**config.mk**
```make
export PLATFORM = sky130hd
export DESIGN_NAME = gpio_port_regs
export DESIGN_NICKNAME = d
export VERILOG_FILES = /design/src/rtl/gpio_port_pkg.sv /design/src/rtl/gpio_cfg_bank.sv /design/src/rtl/gpio_in_sync.sv /design/src/rtl/gpio_pad_drive.sv /design/src/rtl/gpio_read_mux.sv /design/src/rtl/gpio_port_regs.sv
export SDC_FILE = /design/constraint.sdc
export NUM_CORES = 1
export LEC_CHECK = 0
export BUFFER_PORTS_ARGS = -buffer_cell sky130_fd_sc_hd__buf_2
export CELL_PAD_IN_SITES_DETAIL_PLACEMENT = 0
export CELL_PAD_IN_SITES_GLOBAL_PLACEMENT = 1
export CORE_MARGIN = 1
export CORE_UTILIZATION = 25
export CTS_CLUSTER_DIAMETER = 80
export DETAILED_ROUTE_END_ITERATION = 8
export PLACE_DENSITY_LB_ADDON = 0.1
export RECOVER_POWER = 100
export SYNTH_ARGS = -nofsm -noshare
export SYNTH_HDL_FRONTEND = slang
export SYNTH_SLANG_ARGS = --single-unit
```
**constraint.sdc**
```tcl
create_clock -name clk -period 2 [get_ports clk]
set_clock_uncertainty 0.05 [all_clocks]
set_input_delay 0.3 -clock clk [delete_from_list [all_inputs] [get_ports clk]]
set_output_delay 0.3 -clock clk [all_outputs]
set_load 0.02 [all_outputs]
```
**src/rtl/gpio_port_pkg.sv**
```systemverilog
package gpio_port_pkg;

  localparam int REG_AW = 8;

  typedef enum logic [1:0] {
    PM_IN  = 2'b00,
    PM_OUT = 2'b01,
    PM_ALT = 2'b10,
    PM_ANA = 2'b11
  } pin_mode_e;

  localparam logic [1:0] PULL_UP   = 2'b01;
  localparam logic [1:0] PULL_DOWN = 2'b10;

  localparam logic [REG_AW-1:0] OFS_MODE   = 8'h00;
  localparam logic [REG_AW-1:0] OFS_OTYPE  = 8'h04;
  localparam logic [REG_AW-1:0] OFS_SPEED  = 8'h08;
  localparam logic [REG_AW-1:0] OFS_PULL   = 8'h0C;
  localparam logic [REG_AW-1:0] OFS_IDATA  = 8'h10;
  localparam logic [REG_AW-1:0] OFS_ODATA  = 8'h14;
  localparam logic [REG_AW-1:0] OFS_SETCLR = 8'h18;
  localparam logic [REG_AW-1:0] OFS_AFLO   = 8'h20;
  localparam logic [REG_AW-1:0] OFS_AFHI   = 8'h24;
  localparam logic [REG_AW-1:0] OFS_SEC    = 8'h30;

  typedef enum logic [3:0] {
    SEL_NONE, SEL_MODE, SEL_OTYPE, SEL_SPEED, SEL_PULL, SEL_IDATA,
    SEL_ODATA, SEL_SETCLR, SEL_AFLO, SEL_AFHI, SEL_SEC
  } reg_sel_e;

  function automatic reg_sel_e reg_decode(input logic [REG_AW-1:0] a);
    case (a)
      OFS_MODE:   return SEL_MODE;
      OFS_OTYPE:  return SEL_OTYPE;
      OFS_SPEED:  return SEL_SPEED;
      OFS_PULL:   return SEL_PULL;
      OFS_IDATA:  return SEL_IDATA;
      OFS_ODATA:  return SEL_ODATA;
      OFS_SETCLR: return SEL_SETCLR;
      OFS_AFLO:   return SEL_AFLO;
      OFS_AFHI:   return SEL_AFHI;
      OFS_SEC:    return SEL_SEC;
      default:    return SEL_NONE;
    endcase
  endfunction

endpackage

```
**src/rtl/gpio_cfg_bank.sv**
```systemverilog
// Per-pin configuration storage with security-gated writes.
module gpio_cfg_bank
  import gpio_port_pkg::*;
#(
  parameter int NPIN   = 16,
  parameter int AF_W   = 4,
  parameter int DATA_W = 32
) (
  input  logic                   clk,
  input  logic                   rst,
  input  logic                   wr_en,
  input  logic                   wr_nonsec,
  input  reg_sel_e               wr_sel,
  input  logic [DATA_W-1:0]      wr_data,
  output logic [2*NPIN-1:0]      mode_q,
  output logic [NPIN-1:0]        otype_q,
  output logic [2*NPIN-1:0]      speed_q,
  output logic [2*NPIN-1:0]      pull_q,
  output logic [NPIN*AF_W-1:0]   af_q,
  output logic [NPIN-1:0]        odr_q,
  output logic [NPIN-1:0]        sec_q
);

  localparam int HALF = DATA_W / 2;
  localparam int AFPR = DATA_W / AF_W;

  for (genvar p = 0; p < NPIN; p++) begin : g_pin
    localparam int AFR = p / AFPR;
    localparam int AFO = AF_W * (p % AFPR);

    logic [1:0]      md_r, sp_r, pl_r;
    logic            ot_r, od_r, sc_r;
    logic [AF_W-1:0] af_r;
    logic            wen;

    // a secure pin rejects non-secure traffic
    assign wen = wr_en & ~(wr_nonsec & sc_r);

    always_ff @(posedge clk) begin
      if (rst) begin
        md_r <= PM_ANA;
        sp_r <= '0;
        pl_r <= '0;
        ot_r <= 1'b0;
        od_r <= 1'b0;
        sc_r <= 1'b0;
        af_r <= '0;
      end else if (wen) begin
        case (wr_sel)
          SEL_MODE:  md_r <= wr_data[2*p +: 2];
          SEL_OTYPE: ot_r <= wr_data[p];
          SEL_SPEED: sp_r <= wr_data[2*p +: 2];
          SEL_PULL:  pl_r <= wr_data[2*p +: 2];
          SEL_ODATA: od_r <= wr_data[p];
          SEL_SETCLR: begin
            if (wr_data[p])             od_r <= 1'b1;
            else if (wr_data[HALF + p]) od_r <= 1'b0;
          end
          SEL_AFLO: if (AFR == 0) af_r <= wr_data[AFO +: AF_W];
          SEL_AFHI: if (AFR == 1) af_r <= wr_data[AFO +: AF_W];
          SEL_SEC:  if (!wr_nonsec) sc_r <= wr_data[p];
          default: ;
        endcase
      end
    end

    assign mode_q[2*p +: 2]      = md_r;
    assign speed_q[2*p +: 2]     = sp_r;
    assign pull_q[2*p +: 2]      = pl_r;
    assign otype_q[p]            = ot_r;
    assign odr_q[p]              = od_r;
    assign sec_q[p]              = sc_r;
    assign af_q[AF_W*p +: AF_W]  = af_r;
  end

endmodule

```
**src/rtl/gpio_in_sync.sv**
```systemverilog
// Multi-stage synchronizer for asynchronous pad inputs.
module gpio_in_sync #(
  parameter int NPIN        = 16,
  parameter int SYNC_STAGES = 2
) (
  input  logic            clk,
  input  logic            rst,
  input  logic [NPIN-1:0] pad_in,
  output logic [NPIN-1:0] idata_q
);

  logic [NPIN-1:0] stg [SYNC_STAGES];

  always_ff @(posedge clk) begin
    if (rst) stg[0] <= '0;
    else     stg[0] <= pad_in;
  end

  for (genvar s = 1; s < SYNC_STAGES; s++) begin : g_stage
    always_ff @(posedge clk) begin
      if (rst) stg[s] <= '0;
      else     stg[s] <= stg[s-1];
    end
  end

  assign idata_q = stg[SYNC_STAGES-1];

endmodule

```
**src/rtl/gpio_pad_drive.sv**
```systemverilog
// Registered pad-side selections derived from the configuration.
module gpio_pad_drive
  import gpio_port_pkg::*;
#(
  parameter int NPIN = 16,
  parameter int AF_W = 4
) (
  input  logic                 clk,
  input  logic                 rst,
  input  logic [2*NPIN-1:0]    mode_q,
  input  logic [NPIN-1:0]      otype_q,
  input  logic [2*NPIN-1:0]    pull_q,
  input  logic [NPIN*AF_W-1:0] af_q,
  input  logic [NPIN-1:0]      odr_q,
  output logic [NPIN-1:0]      pad_out,
  output logic [NPIN-1:0]      pad_oe,
  output logic [NPIN-1:0]      pad_od,
  output logic [NPIN-1:0]      pad_pu,
  output logic [NPIN-1:0]      pad_pd,
  output logic [NPIN*AF_W-1:0] pad_af
);

  logic [NPIN-1:0] oe_d, pu_d, pd_d;

  always_comb begin
    for (int p = 0; p < NPIN; p++) begin
      oe_d[p] = (mode_q[2*p +: 2] == PM_OUT) || (mode_q[2*p +: 2] == PM_ALT);
      pu_d[p] = (mode_q[2*p +: 2] != PM_ANA) && (pull_q[2*p +: 2] == PULL_UP);
      pd_d[p] = (mode_q[2*p +: 2] != PM_ANA) && (pull_q[2*p +: 2] == PULL_DOWN);
    end
  end

  always_ff @(posedge clk) begin
    if (rst) begin
      pad_out <= '0;
      pad_oe  <= '0;
      pad_od  <= '0;
      pad_pu  <= '0;
      pad_pd  <= '0;
      pad_af  <= '0;
    end else begin
      pad_out <= odr_q;
      pad_oe  <= oe_d;
      pad_od  <= otype_q;
      pad_pu  <= pu_d;
      pad_pd  <= pd_d;
      pad_af  <= af_q;
    end
  end

endmodule

```
**src/rtl/gpio_read_mux.sv**
```systemverilog
// Registered read port with per-pin masking for non-secure reads.
module gpio_read_mux
  import gpio_port_pkg::*;
#(
  parameter int NPIN   = 16,
  parameter int AF_W   = 4,
  parameter int DATA_W = 32
) (
  input  logic                 clk,
  input  logic                 rst,
  input  logic                 rd_en,
  input  logic                 rd_nonsec,
  input  reg_sel_e             rd_sel,
  input  logic [2*NPIN-1:0]    mode_q,
  input  logic [NPIN-1:0]      otype_q,
  input  logic [2*NPIN-1:0]    speed_q,
  input  logic [2*NPIN-1:0]    pull_q,
  input  logic [NPIN*AF_W-1:0] af_q,
  input  logic [NPIN-1:0]      odr_q,
  input  logic [NPIN-1:0]      sec_q,
  input  logic [NPIN-1:0]      idata_q,
  output logic [DATA_W-1:0]    rdata
);

  localparam int AFPR = DATA_W / AF_W;

  logic [NPIN-1:0]   vis;
  logic [DATA_W-1:0] w_mode, w_speed, w_pull, w_aflo, w_afhi;
  logic [DATA_W-1:0] w_otype, w_odr, w_idata;

  assign vis = rd_nonsec ? ~sec_q : '1;

  always_comb begin
    w_mode  = '0;
    w_speed = '0;
    w_pull  = '0;
    w_aflo  = '0;
    w_afhi  = '0;
    for (int p = 0; p < NPIN; p++) begin
      if (vis[p]) begin
        w_mode[2*p +: 2]  = mode_q[2*p +: 2];
        w_speed[2*p +: 2] = speed_q[2*p +: 2];
        w_pull[2*p +: 2]  = pull_q[2*p +: 2];
        if (p < AFPR) w_aflo[AF_W*(p % AFPR) +: AF_W] = af_q[AF_W*p +: AF_W];
        else          w_afhi[AF_W*(p % AFPR) +: AF_W] = af_q[AF_W*p +: AF_W];
      end
    end
    w_otype = DATA_W'(otype_q & vis);
    w_odr   = DATA_W'(odr_q & vis);
    w_idata = DATA_W'(idata_q & vis);
  end

  always_ff @(posedge clk) begin
    if (rst) begin
      rdata <= '0;
    end else if (rd_en) begin
      case (rd_sel)
        SEL_MODE:  rdata <= w_mode;
        SEL_OTYPE: rdata <= w_otype;
        SEL_SPEED: rdata <= w_speed;
        SEL_PULL:  rdata <= w_pull;
        SEL_IDATA: rdata <= w_idata;
        SEL_ODATA: rdata <= w_odr;
        SEL_AFLO:  rdata <= w_aflo;
        SEL_AFHI:  rdata <= w_afhi;
        SEL_SEC:   rdata <= DATA_W'(sec_q);
        default:   rdata <= '0;
      endcase
    end
  end

endmodule

```
**src/rtl/gpio_port_regs.sv**
```systemverilog
// Sixteen-pin GPIO port register bank: top level.
module gpio_port_regs
  import gpio_port_pkg::*;
#(
  parameter int NPIN        = 16,
  parameter int AF_W        = 4,
  parameter int DATA_W      = 32,
  parameter int SYNC_STAGES = 2
) (
  input  logic                 clk,
  input  logic                 rst,
  input  logic [REG_AW-1:0]    bus_addr,
  input  logic [DATA_W-1:0]    bus_wdata,
  input  logic                 bus_we,
  input  logic                 bus_re,
  input  logic                 bus_nonsec,
  output logic [DATA_W-1:0]    bus_rdata,
  input  logic [NPIN-1:0]      pad_in,
  output logic [NPIN-1:0]      pad_out,
  output logic [NPIN-1:0]      pad_oe,
  output logic [NPIN-1:0]      pad_od,
  output logic [NPIN-1:0]      pad_pu,
  output logic [NPIN-1:0]      pad_pd,
  output logic [NPIN*AF_W-1:0] pad_af
);

  reg_sel_e              sel;
  logic [2*NPIN-1:0]     mode_q, speed_q, pull_q;
  logic [NPIN-1:0]       otype_q, odr_q, sec_q, idata_q;
  logic [NPIN*AF_W-1:0]  af_q;

  assign sel = reg_decode(bus_addr);

  gpio_cfg_bank #(.NPIN(NPIN), .AF_W(AF_W), .DATA_W(DATA_W)) u_cfg (
    .clk(clk), .rst(rst), .wr_en(bus_we), .wr_nonsec(bus_nonsec),
    .wr_sel(sel), .wr_data(bus_wdata),
    .mode_q(mode_q), .otype_q(otype_q), .speed_q(speed_q), .pull_q(pull_q),
    .af_q(af_q), .odr_q(odr_q), .sec_q(sec_q)
  );

  gpio_in_sync #(.NPIN(NPIN), .SYNC_STAGES(SYNC_STAGES)) u_sync (
    .clk(clk), .rst(rst), .pad_in(pad_in), .idata_q(idata_q)
  );

  gpio_pad_drive #(.NPIN(NPIN), .AF_W(AF_W)) u_pad (
    .clk(clk), .rst(rst), .mode_q(mode_q), .otype_q(otype_q),
    .pull_q(pull_q), .af_q(af_q), .odr_q(odr_q),
    .pad_out(pad_out), .pad_oe(pad_oe), .pad_od(pad_od),
    .pad_pu(pad_pu), .pad_pd(pad_pd), .pad_af(pad_af)
  );

  gpio_read_mux #(.NPIN(NPIN), .AF_W(AF_W), .DATA_W(DATA_W)) u_rd (
    .clk(clk), .rst(rst), .rd_en(bus_re), .rd_nonsec(bus_nonsec),
    .rd_sel(sel), .mode_q(mode_q), .otype_q(otype_q), .speed_q(speed_q),
    .pull_q(pull_q), .af_q(af_q), .odr_q(odr_q), .sec_q(sec_q),
    .idata_q(idata_q), .rdata(bus_rdata)
  );

endmodule

```
; Word-level counts from Yosys, hierarchy flattened
; Memories as Yosys holds them, arrays and structs flattened.
; Index checks and enable logic that the tools add are counted.
[classes]
bitwise = 55
n_mux = 120
n_eq_ne = 115
reduce_logical = 162
[op_table]
columns = operator, n
row1 = $pmux W32 S9, 1
row2 = $reduce_and A2 Y1, 80
row3 = $mux W2, 48
row4 = $reduce_and A3 Y1, 32
row5 = $eq A2 B1 Y1 const B, 32
row6 = $eq A2 B2 Y1 const B, 32
row7 = $mux W4, 16
row8 = $and A16 B16 Y16, 3
row9 = $mux W16, 3
row10 = $ne A3 B3 Y1 const B, 16
row11 = $pmux W4 S10, 1
row12 = $mux W1, 35
row13 = $and A1 B1 Y1, 32
row14 = $logic_and A1 B1 Y1, 32
row15 = $ne A2 B2 Y1 const B, 16
row16 = $pmux W1 S2, 16
row17 = $eq A8 B5 Y1 const B, 3
row18 = $eq A8 B6 Y1 const B, 3
row19 = $not A1 Y1, 17
row20 = $eq A4 B3 Y1 const B, 4
row21 = $eq A8 B4 Y1 const B, 2
row22 = $logic_or A1 B1 Y1, 16
row23 = $not A16 Y16, 1
row24 = $eq A4 B4 Y1 const B, 3
row25 = other kinds (6), 8
[word_totals]
inputBits = 61
reg_bits = 384
output_inout_bits = 176
mem_count = 1
ram_bits = 32
elab_cells = 572
[memory_table]
columns = memory, words, width, rd, rd_clocked_by_memory_dff, wr, line_no
row1 = u_sync.stg, 2, 16, 2, 0, 2, gpio_in_sync.sv:12  ; logic [NPIN-1:0] stg [SYNC_STAGES];

; Longest topological paths before layout
; Gate-level depths: netlist of run 1.
[logic_depth]
ltp_word = 5
depth_mapped = 9
ltp_nobuf = 5

; By module
; From an unflattened synthesis of run 1, not the netlist that was laid out.
[hier_totals]
cells_unflattened = 1774
area_unflattened_um2 = 17883.4
[modules_own_cells]
columns = module, seq_area_each_um2, n_inst, cells_per_inst, area_per_inst_um2
row1 = gpio_cfg_bank, 4164.0, 1, 950, 9223.8
row2 = gpio_pad_drive, 2882.8, 1, 320, 4180.3
row3 = gpio_read_mux, 640.6, 1, 424, 3523.4
row4 = gpio_in_sync, 640.6, 1, 67, 863.3
row5 = gpio_port_regs, 0.0, 1, 13, 92.6

; Worst setup path before layout of run 1
; OpenSTA, ideal clock, no wires.
[synth_timing]
kind = in2reg
start = input port bus_addr[3]
end = register u_cfg.g_pin[0].sc_r
arrival_ps = 1982
stages = 8
n_path_buf = 3
setup_time_ps = 132
setup_slack_ps = -165
path_cell_list = clkbuf_1 -> nor4_1 -> nand4_1 -> or3b_2 -> clkbuf_1 -> clkbuf_1 -> nand2_1 -> a21oi_1
[synth_between]
elab_chain_cells = 4
word_cells_on_any_way = 13
cone_classes = eq/ne: 10 / mux: 1 / reduce/logical: 2
[synth_lines]
columns = element, line_no
row1 = start: declaration, gpio_port_regs.sv:12  ; input logic [REG_AW-1:0] bus_addr,
row2 = $eq A8 B6 Y1 (tied with other cells), gpio_port_pkg.sv:32  ; case (a)
row3 = $pmux W4 S10 *, gpio_port_pkg.sv:32
row4 = $eq A4 B4 Y1 *, gpio_cfg_bank.sv:49  ; case (wr_sel)
row5 = $reduce_and A3 Y1 (no line) *, -
row6 = end signal: assignment, gpio_cfg_bank.sv:61  ; SEL_SEC: if (!wr_nonsec) sc_r <= wr_data[p];
row7 = end: declaration, gpio_cfg_bank.sv:32  ; logic ot_r, od_r, sc_r;
; Every way passes the cells marked *; elsewhere a longest branch is shown, timed or not.
; A chain may end at the register's enable or synchronous reset.

; Worst setup path after layout of run 1
[layout_timing]
start = input port rst
end = register u_pad.pad_pu[7]
[layout_rtl]
columns = element, line_no
row1 = start: declaration, gpio_port_regs.sv:11  ; input logic rst,
row2 = end signal: assignment, gpio_pad_drive.sv:45  ; pad_pu <= pu_d;
row3 = end: declaration, gpio_pad_drive.sv:18  ; output logic [NPIN-1:0] pad_pu,
; No word-level cell between the ends.

==> impl_results.md, run 1 <==
* Status: finished, final reports clean
* Register-to-Register Path Depth at 5
* Post-DP HPWL at 52,500 um
* Router iterations before antenna repair at 5
* Post-route minimum period at about 1900 ps
* Vias in the first global route at 14,700
* Reg-to-reg slack, setup at approximately 200 ps
* PnR Total Power at approximately 19,000 uW
* Max-Cap Viols at 0
* Share of cells above drive strength 1 at 16.6%
* Largest net degree at the start of global routing at 116
* Reg2reg end: u_cfg.g_pin[1].md_r[0]$_SDFFE_PP1P_
* Routability congestion estimate at about 0.86
* Cell row count at 92
* EDFF count, synth at 0
* Fmax at 525 MHz
* Leakage at 0.00795 uW
* RSZ-0062 raised after global routing: no
* Root Driver: clkbuf_16
* Clock buffer depth at 3
* Worst-Skew Late Latency at 610 ps
* Hold EP: u_cfg.g_pin[5].af_r[3]$_SDFFE_PP0P_
* Worst setup startpoint: rst
* Die W at 257 um
* Worst slew pin tran at 1010 ps
* Die area at 65,800 um2
* Crit path required time at 2360 ps
* Reg clk slew, reported paths at 60 ps
* Area of the multi-input gates at 7290 um2
* Commonest non-fill, non-tap cells in the layout: dfxtp_1, nand2_1, clkbuf_1, nor2b_1
* Count of cell types in the netlist at 61
* Syn Area/Cell at 9.19 um2
* # setup viols final at 0
* Worst R2R Start: u_cfg.g_pin[1].sc_r$_SDFFE_PP0P_
* Sequential Area at 8330 um2
* Power Dens Cells at roughly 890 nW/um2
* First-pass GRT wire length at 102,000 um
* Initial DRC count at 1,152
* DRC errors left at 0
* Post-Syn Instances at 1,762
* Tcrit/Tclk final at 95.2%
* Final setup TNS at 0 ps
* Most common library cell in the layout ignoring fill and taps: dfxtp_1
* Crit-path cells: dlygate4sd3_1, buf_8, buf_6, nor4b_1
* Area grow syn2layout at 32.3%
* CTS sink count at roughly 420
* Ys Warns at 0
* Async set-reset flop share out of synthesis at 0%
* FILL cells at between 6,000 and 7,000
* CP max FO at 115
* Syn nets at ~1,800
* Htree depth at 2
* Port-buffer cells at 236
* Final Util at around 34%
* CORE AREA at around 64,000 um2
* DR vias at 14,700
* Num ports at about 240
* Starting Density at between 20% and 30%
* Mapped Area at 16,200 um2
* Min-Delay Path Depth at 3
* Total gr overflow at 0
* Final WL at 70,300 um
* Initial antenna violation count at 4
* Worst hold path type: input pin to register
* Worst hold start: bus_wdata[23]
* Critical Path End Type: register
* Final slew viol count at 0
* Critical Path AT at 2260 ps
* Tot GR Track Use at about a fifth
* Nets at approximately 2,200
* Via/cell ratio at 4.87
* CTS tree: yes
* Max incr delay on CP at 770 ps
* Slowest CP cell: nor4b_1
* Post-synthesis register bit count at 416
* Register area share after synthesis at about half
* TritonCTS Buffers at 50
* Antenna Nets Post-Route at 0
* Drt wl/cell at ~23 um
* Worst VDD drop at 574 uV
* Crit start category: input pin
* Die span in y at about 260 um
* Synth Flop Type: dfxtp_1
* Max_slew headroom at 33.0%
* Critical path type: input pin to register
* Final hold viol count at 0
worst max-delay path, delay by kind of cell:
kind                   cells  cell delay (ps)
AND/OR/NAND/NOR            1              770
buffers and inverters      3             1070
synth_stat cells, types with 4 or more instances:
cell	count	area, um2
a22oi_1	16	120
o2bb2ai_1	6	52.6
o2111ai_1	7	61.3
o21ai_0	24	120
nor4b_1	34	298
and2_1	19	119
mux2i_1	44	440
a41oi_1	4	35.0
a31oi_1	6	37.5
a211o_1	32	280
a21o_1	4	30.0
clkbuf_1	108	405
nor3_1	9	45.0
and3_1	55	344
a32oi_1	26	228
buf_1	6	22.5
nor2b_1	147	920
dfxtp_1	416	8330
a22o_1	21	184
ha_1	16	200
nor2_1	67	251
nor4_2	4	50.1
a221oi_1	21	184
mux2_2	34	383
nand3_1	128	641
buf_2	24	120
a21oi_1	142	711
nand2b_1	6	37.5
o211ai_2	4	50.1
o211ai_1	13	97.6
nand2_1	278	1040
where the power goes:
group,internal (uW),switching [uW]
clock,5830,3840
combinational,349,695
sequential,8330,19.6
total,14500,4560
registers in the layout (all words and copies together), names as in the netlist:
| register | count |
|---|---|
| u_sync.stg | 32 |
| u_pad.pad_od | 16 |
| u_cfg.g_pin.od_r | 16 |
| u_cfg.g_pin.af_r | 64 |
| u_pad.pad_pu | 16 |
| u_cfg.g_pin.pl_r | 32 |
| u_cfg.g_pin.sp_r | 32 |
| u_pad.pad_out | 16 |
| u_pad.pad_oe | 16 |
| u_pad.pad_af | 64 |
| u_pad.pad_pd | 16 |
| u_rd.rdata | 32 |
| u_cfg.g_pin.md_r | 32 |
| u_cfg.g_pin.ot_r | 16 |
| u_cfg.g_pin.sc_r | 16 |
through the flow:
step	cells	hold slack [ps]	cell area [um2]	setup slack, ps
after global routing	3028	23.1	21400	69.7
after detailed placement	2908	387	19800	-291
after floorplan	1762	364	16200	-101
after global placement	2908	378	19800	-248
after CTS	3027	4.58	21800	248
final	3031	40.2	21400	96.4
repair_timing:
action | in CTS | in global routing
hold buffers | 28 | 0
setup buffers | 0 | 0
resized for setup | 0 | 0
hold endpoints to repair | 50 | 0
area by class of cell:
class                   count  area share (%)
diodes                      4          0.0467
clock buffers              70            6.76
clock inverters            21            1.38
inverters                   1          0.0175
multi-input cells        1205            34.0
flip-flops and latches    416            38.9
well taps                 846            4.94
repair buffers            468            14.0
cell families (layout without fill, tap and decap cells):
logic type	after synthesis	count (layout)	share of synthesized area, %
other	0	4	0
AOI/OAI and AO/OA	345	345	14.5
xor gates and xnor gates	2	2	0.108
buffers and inverters	141	560	3.51
muxes	78	78	5.08
adders and majority gates	16	16	1.24
and+or+nand+nor	764	764	24.1
DFF	416	416	51.4
layer usage:
layer	GRT usage, %	vias up	wire (um)
met5	0	-	0
met4	5.75	0	1670
met3	3.70	87	3690
met2	32.9	385	31500
met1	29.4	7261	33400
li1	-	7013	-
how the worst max path moves through the flow:
stage | end | slack (ps) | depth (start not counted)
final | u_pad.pad_pu[7]$_SDFF_PP0_ | 100 | 4
after global routing | u_rd.rdata[3]$_SDFFE_PP0P_ | 70 | 6
after CTS | u_rd.rdata[11]$_SDFFE_PP0P_ | 250 | 5
after detailed placement | u_rd.rdata[11]$_SDFFE_PP0P_ | -290 | 8
after global placement | u_rd.rdata[11]$_SDFFE_PP0P_ | -250 | 8
after floorplan | u_cfg.g_pin[15].od_r$_SDFFE_PP0P_ | -100 | 8
(Power assumes the default switching activity.)
==> inputs of run 2 (changes only) <==
--- a/config.mk
+++ b/config.mk
@@ -18,2 +18,3 @@
 export SYNTH_HDL_FRONTEND = slang
+export SYNTH_HIERARCHICAL = 1
 export SYNTH_SLANG_ARGS = --single-unit
==> constraint.sdc (replaced) <==
create_clock -name clk -period 2 [get_ports clk]
set_clock_uncertainty 0.05 [all_clocks]
set_input_delay 0.2 -clock clk [delete_from_list [all_inputs] [get_ports clk]]
set_output_delay 0.2 -clock clk [all_outputs]
set_load 0.02 [all_outputs]
==> impl_results.md, run 2 <==
* Switch Pwr at 4440 uW (-2.5%)
* Port-buffer cells at 236 (unchanged)
* P_int at 14,500 uW (-0.40%)
* Worst hold start: bus_nonsec
* Starting Density at 25.4% (-0.083 points)
* Htree depth at 2 (unchanged)
* Top-count cell post-synth: dfxtp_1
* DR vias at 15,200 (+3.2%)
* Tot GR Track Use at 20.1% (-0.84 points)
* DRC errors left at 0 (unchanged)
* Drt wl/cell at 24.0 um (+3.5%)
* Die W at 269 um (+5.0%)
* Final slew viol count at 0 (unchanged)
* CTS sink count at 416 (unchanged)
* Leakage at 0.00964 uW (+21%)
* Crit path required time at 2420 ps (+60 ps)
* Tcrit/Tclk final at 109% (+13 points)
* Share of cells above drive strength 1 at 23.5% (+6.9 points)
* Clock power frac at 50.2% (-0.6 points)
* RSZ-0062 raised after global routing: yes
* Switching Fraction at 23.5% (-0.39 points)
* Initial antenna violation count at 1 (-3)
* CP dominant cell by count: buf_6
* Crit-path cells: buf_6, or4_4, nor2_4, buf_12, buf_6, nor3b_4, buf_6, clkbuf_16, o2bb2ai_1, a222oi_1, o21ai_1
* Via/cell ratio at 4.77 (-2.0%)
* Area contributors post-synth: dfxtp_1, mux2i_1, nand2b_1
* Root Driver: clkbuf_16
* Async set-reset flop share out of synthesis at 0% (unchanged)
* Worst hold path type: input pin to register
* # setup viols final at 30 (+30)
* Area fraction of the dominant cell type after synthesis at 46.6% (-4.9 points)
* Num ports at 237 (unchanged)
* EDFF count, synth at 0 (unchanged)
* Critical Path AT at 2590 ps (+330 ps)
* Post-synthesis register bit count at 416 (unchanged)
* Worst-Skew Late Latency at 610 ps (about the same)
* Routability congestion estimate at 0.899 (+4.8%)
* Most common library cells after synthesis: dfxtp_1, nand2b_1, mux2i_1
* PnR Total Power at 18,900 uW (-0.90%)
* Critical Path End Type: register
* Commonest non-fill, non-tap cells in the layout: dfxtp_1, nand2b_1, buf_4, clkbuf_1, mux2i_1
* Vias in the first global route at 14,800 (+1.0%)
* Max incr delay on CP at 630 ps (-140 ps)
* Largest area contributor in the netlist: dfxtp_1
* Worst R2R Start: u_cfg/g_pin[3].sc_r$_SDFFE_PP0P_
* Mapped Area at 17,900 um2 (+10%)
* Die span in y at 269 um (+5.0%)
* Initial DRC count at 900 (-22%)
* Final setup TNS at -1220 ps (-1220 ps)
* Count of cell types in the netlist at 76 (+25%)
* Worst slew pin tran at 1010 ps (+0.452 ps)
* Most common library cell in the layout ignoring fill and taps: dfxtp_1
* First-pass GRT wire length at 107,000 um (+5.6%)
* Slowest CP cell: or4_4
* FILL cells at 7,338 (+8.5%)
* Worst VDD drop at 643 uV (+12%)
* Critical path type: input pin to register
* Register area share after synthesis at 46.6% (-4.9 points)
* Post-route minimum period at 2170 ps (+268 ps)
* Final WS setup at -171 ps (-268 ps)
* WHS at 169 ps (+129 ps)
* CP max FO at 6 (-95%)
* Post-Syn Instances at 1,774 (+0.68%)
* Post-DP HPWL at 58,700 um (+12%)
* Max_slew headroom at 32.9% (about the same)
* Cell row count at 97 (+5.4%)
* Largest net degree at the start of global routing at 115 (-0.86%)
* Crit start category: input pin
* Worst Path Buf+Inv at 5 (+2)
* CORE AREA at 70,400 um2 (+11%)
* Router iterations before antenna repair at 5 (unchanged)
* Ys Warns at 6 (+6)
* Antenna Nets Post-Route at 0 (unchanged)
* Fmax at 461 MHz (-12%)
* Largest regs: u_cfg/g_pin.af_r x64, u_pad/pad_af x64
* Nets at 2,290 (+3.2%)
* TritonCTS Buffers at 51 (+2.0%)
* Syn nets at 1,851 (+0.65%)
* Power Dens Cells at 775 nW/um2 (-13%)
* Clock buffer depth at 3 (unchanged)
* Synth Flop Type: dfxtp_1
* Failing checks: negative setup slack
* Area grow syn2layout at 36.3%
* Final Util at 34.6% (+0.91 points)
* Max-Cap Viols at 0 (unchanged)
* Final hold viol count at 0 (unchanged)
* Syn Area/Cell at 10.1 um2 (+9.7%)
* Sequential power share at 44.2% (+0.4 points)
* Die area at 72,600 um2 (+10%)
* CTS tree: yes
* Worst setup startpoint: bus_addr[1]
* Reg clk slew, reported paths at 60 ps (about the same)
* Final WL at 76,700 um (+9.1%)
* Worst path top cell family by delay: simple AND/OR/NAND/NOR gates
* Total gr overflow at 0 (unchanged)
* Combinational power share at 5.5% (about the same)
* Status: complete, but fails checks
run 2: changes by cell type after synthesis, moves of 16 or more:
| cell | previous run | this run |
|---|---|---|
| and3b_1 | 0 | 16 |
| buf_4 | 0 | 61 |
| clkbuf_1 | 108 | 64 |
| nand2b_1 | 6 | 202 |
| mux2i_1 | 44 | 180 |
| a21oi_1 | 142 | 35 |
| nand3_1 | 128 | 34 |
| nand3b_1 | 0 | 21 |
| nand2_1 | 278 | 81 |
| and3_1 | 55 | 6 |
| nor2b_1 | 147 | 176 |
| a211o_1 | 32 | 4 |
| a21boi_0 | 0 | 20 |
| mux2_2 | 34 | 10 |
run 2: layer usage:
layer  vias to the layer above  part of all wire [%]  GRT usage (%)
met5                         -                     0              0
met4                         0                   1.8           3.84
met3                        87                   4.9           2.46
met2                       421                    46           32.4
met1                      7590                    47           28.8
li1                       7123                     -              -
run 2: area by class of cell:
type                            instances  area, um2  share of cell area [%]
Clock buffer                           68       1470                    6.04
Antenna cell                            1       2.50                  0.0103
Sequential cell                       416       8330                    34.2
Tap cell                              940       1180                    4.82
Clock inverter                         24        249                    1.02
Timing Repair Buffer                  552       3980                    16.3
Multi-Input combinational cell       1186       9150                    37.5
Inverter                                6       22.5                  0.0924
run 2: cell families after synthesis:
| logic type | share of synthesized area, % |
|---|---|
| compound gates | 11.1 |
| xor+xnor | 0.189 |
| fa+ha+maj | 1.12 |
| buf+inv | 5.70 |
| flops | 46.6 |
| mux | 10.9 |
| simple gates | 24.4 |
run 2: path summary, 6_finish.rpt:
| path | to | slack, ps | cells after the start |
|---|---|---|---|
| setup reg to reg | u_rd/rdata[7]$_SDFFE_PP0P_ | 90 | 4 |
| hold reg to reg | u_sync/stg[1][10]$_SDFF_PP0_ | 390 | 1 |
| setup / recovery | u_rd/rdata[18]$_SDFFE_PP0P_ | -170 | 11 |
| hold / removal | u_cfg/g_pin[2].od_r$_SDFFE_PP0P_ | 170 | 4 |
run 2: worst register-to-register path, cell delays in order (launching register included):
cell	delay [ps]
dfxtp_1	510
nand2_1	330
a32o_1	400
nor4_4	350
o221ai_1	140
run 2: metrics by stage:
step | cell area, um2 | instances | setup WS, ps
floorplan | 18100 | 1774 | -436
global placement | 21400 | 3010 | -896
detailed placement | 21400 | 3010 | -947
CTS | 23800 | 3155 | -28.2
global route | 24400 | 3192 | -101
finish | 24400 | 3193 | -171
run 2: power by group through the flow:
stage	Clock [uW]	Combinational, uW	Sequential (uW)
after floorplan	0	445	8530
after detailed placement	0	935	8540
after global placement	0	934	8540
after global routing	10100	1110	8360
after CTS	9780	1020	8360
final	9490	1050	8360
run 2: what timing repair did:
action                                  CTS  global route
pin swaps                                 6            34
hold endpoints to repair                113             0
cloned                                    0             5
buffers inserted                          3            38
gates resized for setup                  21           121
hold buffers                             50             0
endpoints found under the setup margin   57           121
==> inputs of run 3 (changes only) <==
Settings changed: ABC_AREA set to 1.
==> impl_results.md, run 3 <==
* Crit-path cells: buf_2, inv_1, nand2_2, nor2_1, nand2_1, nand2_1, clkbuf_2, inv_2, nor2_4, nand3_1, buf_6, nor2_2, nand2_1, nand2_1, nor2_1
* Register area share after synthesis at 46.7% (+0.12 points)
* Die span in y at 269 um (-0.13%)
* Max incr delay on CP at 330 ps (-300 ps)
* Critical Path AT at 2320 ps (-270 ps)
* Port-buffer cells at 236 (unchanged)
* Adder-cell share of the synthesized area at 1.12% (+0.0029 points)
* Largest family of logic cells by synthesized area: simple AND/OR/NAND/NOR gates
* RSZ-0062 raised after global routing: no
* DP Area at 20,900 um2 (-2.4%)
* Switch Pwr at 4450 uW (+0.29%)
* Critical Path End Type: register
* Compound-Gate Fraction of Synth Area at 3.79% (-7.3 points)
* EDFF count, synth at 0 (unchanged)
* Max-Cap Viols at 0 (unchanged)
* Worst hold start: bus_re
* Crit path required time at 2430 ps (about the same)
* Critical path type: input pin to register
* Power Dens Cells at 832 nW/um2 (+7.3%)
* TritonCTS Buffers at 51 (unchanged)
* CTS tree: yes
* Status: finished, final reports clean
* # setup viols final at 0 (-100%)
* Leakage at 0.00938 uW (-2.7%)
* Ys Warns at 6 (unchanged)
* Die W at 269 um (-0.13%)
* Worst Path Buf+Inv at 5 (unchanged)
* Post-DP HPWL at 54,200 um (-7.7%)
* Switching Fraction at 23.7% (+0.24 points)
* PnR Total Power at 18,800 uW (-0.72%)
* Router iterations before antenna repair at 7 (+2)
* Area grow syn2layout at 26.4%
* Largest net degree at the start of global routing at 96 (-17%)
* Tcrit/Tclk final at 94.5% (-14 points)
* Synth Area in XOR/XNOR at 0% (-0.19 points)
* Starting Density at 25.4% (about the same)
* CP dominant cell by count: nand2_1
* Reg clk slew, reported paths at 60 ps (about the same)
* Num ports at 237 (unchanged)
* Post-synthesis register bit count at 416 (unchanged)
* Top-count cell post-synth: nand2_1
* First-pass GRT wire length at 106,000 um (-1.1%)
* CORE AREA at 70,300 um2 (-0.17%)
* Initial DRC count at 975 (+8.3%)
* Commonest non-fill, non-tap cells in the layout: nand2_1, nor2_1, dfxtp_1, inv_1, nand3_1
* Post-Syn Instances at 2,571 (+45%)
* Routability congestion estimate at 0.849 (-5.5%)
* Area fraction of the dominant cell type after synthesis at 46.7% (+0.12 points)
* Area contributors post-synth: dfxtp_1, nand2_1, nor2_1
* Slowest CP cell: nor2_2
* Tot GR Track Use at 19.6% (-0.59 points)
* Antenna Nets Post-Route at 0 (unchanged)
* Mapped Area at 17,800 um2 (-0.26%)
* Clock power frac at 50.3% (about the same)
* Drt wl/cell at 18.5 um (-23%)
* Mux share of post-synthesis cell area at 0% (-11 points)
* Crit start category: input pin
* Syn Area/Cell at 6.94 um2 (-31%)
* Sequential power share at 44.7% (+0.5 points)
* Hold EP: u_rd/rdata[20]$_SDFFE_PP0P_
* Final slew viol count at 0 (unchanged)
* CP max FO at 8 (+2)
* Root Driver: clkbuf_16
* Simple-gate area share of the yosys netlist at 36.8% (+12 points)
* Register-to-Register Path Depth at 8 (+4)
* Htree depth at 2 (unchanged)
* Largest regs: u_cfg/g_pin.af_r x64, u_pad/pad_af x64
* Cell row count at 97 (unchanged)
* Finished Cell Area at 22,500 um2 (-7.5%)
* Worst VDD drop at 609 uV (-5.4%)
* Initial antenna violation count at 4 (+3)
* Reg2reg end: u_rd/rdata[9]$_SDFFE_PP0P_
* CTS sink count at 416 (unchanged)
* Vias in the first global route at 16,500 (+11%)
* Count of cell types in the netlist at 24 (-68%)
* WHS at 45.3 ps (-124 ps)
* Post-CTS Setup Bufs at 0 (-3)
* Final hold viol count at 0 (unchanged)
* Worst-Skew Late Latency at 610 ps (about the same)
* Max_slew headroom at 48.8% (+16 points)
* Share of cells above drive strength 1 at 11.7% (-12 points)
* Worst R2R Start: u_cfg/g_pin[4].sc_r$_SDFFE_PP0P_
* Clock buffer depth at 3 (unchanged)
* Reg-to-reg slack, setup at 230 ps (+140 ps)
* Via/cell ratio at 4.34 (-9.0%)
* DR vias at 17,000 (+11%)
* Post-route minimum period at 1890 ps (-280 ps)
* Largest area contributor in the netlist: dfxtp_1
* P_int at 14,300 uW (-1.0%)
* Most common library cells after synthesis: nand2_1, nor2_1, dfxtp_1
* Final WL at 72,300 um (-5.8%)
* Most common library cell in the layout ignoring fill and taps: nand2_1
* DRC errors left at 0 (unchanged)
* Worst path top cell family by delay: simple AND/OR/NAND/NOR gates
* Async set-reset flop share out of synthesis at 0% (unchanged)
* Fmax at 529 MHz (+15%)
* Worst hold path type: input pin to register
* Min-Delay Path Depth at 3 (-1)
* Nets at 3,002 (+31%)
* Die area at 72,400 um2 (-0.26%)
* Combinational power share at 5.0% (-0.5 points)
* Worst slew pin tran at 767 ps (-239 ps)
* Total gr overflow at 0 (unchanged)
* Final setup TNS at 0 ps (+1220 ps)
* Synth Flop Type: dfxtp_1
* Syn nets at 2,648 (+43%)
[run 3: timing repair]
action | CTS | global route
setup endpoints to repair | 0 | 5
hold endpoints to repair | 190 | 0
gates resized for setup | 0 | 1
hold buffers | 49 | 0
[run 3: through the flow]
| step | util (%) | instances | setup WS [ps] |
|---|---|---|---|
| floorplan | - | 2571 | 119 |
| global placement | 29.7 | 3763 | -400 |
| detailed placement | 29.7 | 3763 | -428 |
| CTS | 32.9 | 3907 | 197 |
| global route | 32.1 | 3907 | 2.69 |
| finish | 32.1 | 3908 | 109 |
[run 3: worst max path at each step]
stage                      from                                   to  cells past startpoint  slack [ps]
floorplan           bus_addr[6]          u_rd/rdata[13]$_SDFFE_PP0P_                     16         120
global placement    bus_addr[0]          u_rd/rdata[15]$_SDFFE_PP0P_                     18        -400
detailed placement  bus_addr[0]          u_rd/rdata[13]$_SDFFE_PP0P_                     18        -430
CTS                 bus_addr[0]          u_rd/rdata[13]$_SDFFE_PP0P_                     18         200
global route        bus_addr[6]           u_rd/rdata[6]$_SDFFE_PP0P_                     17           3
finish              bus_addr[0]  u_cfg/g_pin[9].af_r[3]$_SDFFE_PP0P_                     15         110
[run 3: power groups by stage]
stage	Sequential [uW]	Combinational [uW]	Clock, uW
final	8380	941	9430
after global routing	8380	1030	10100
after CTS	8380	984	9740
after detailed placement	8570	904	0
after global placement	8570	906	0
after floorplan	8560	443	0
[run 3: cell type report]
type                    count  area [um2]
diodes                      1        2.50
clock buffers              79        1570
clock inverters            16         143
fillers                  7824       47700
inverters                 312        1170
multi-input cells        1699        7270
flip-flops and latches    416        8330
well taps                 940        1180
repair buffers            445        2880
[run 3: cell families (layout without fill, tap and decap cells)]
family	count (synthesis)	after routing
DFF	416	416
adders and majority gates	16	16
other	0	1
buffers and inverters	456	852
AOI/OAI and AO/OA	132	132
and+or+nand+nor	1551	1551
[run 3: per-layer routing]
metal / up-vias / part of all wire (%) / global-route usage [%]
li1: 8541 / - / -
met1: 7892 / 45 / 25.2
met2: 415 / 47 / 33.0
met3: 112 / 4.6 / 2.71
met4: 0 / 3.7 / 7.44
met5: - / 0 / 0
[run 3: worst reg2reg max path, delay by kind of cell, from the launching register on]
family | cells | cell delay, ps
flip-flops | 1 | 490
AND/OR/NAND/NOR | 6 | 780
AO/OA/AOI/OAI | 1 | 50
buffers and inverters | 1 | 230
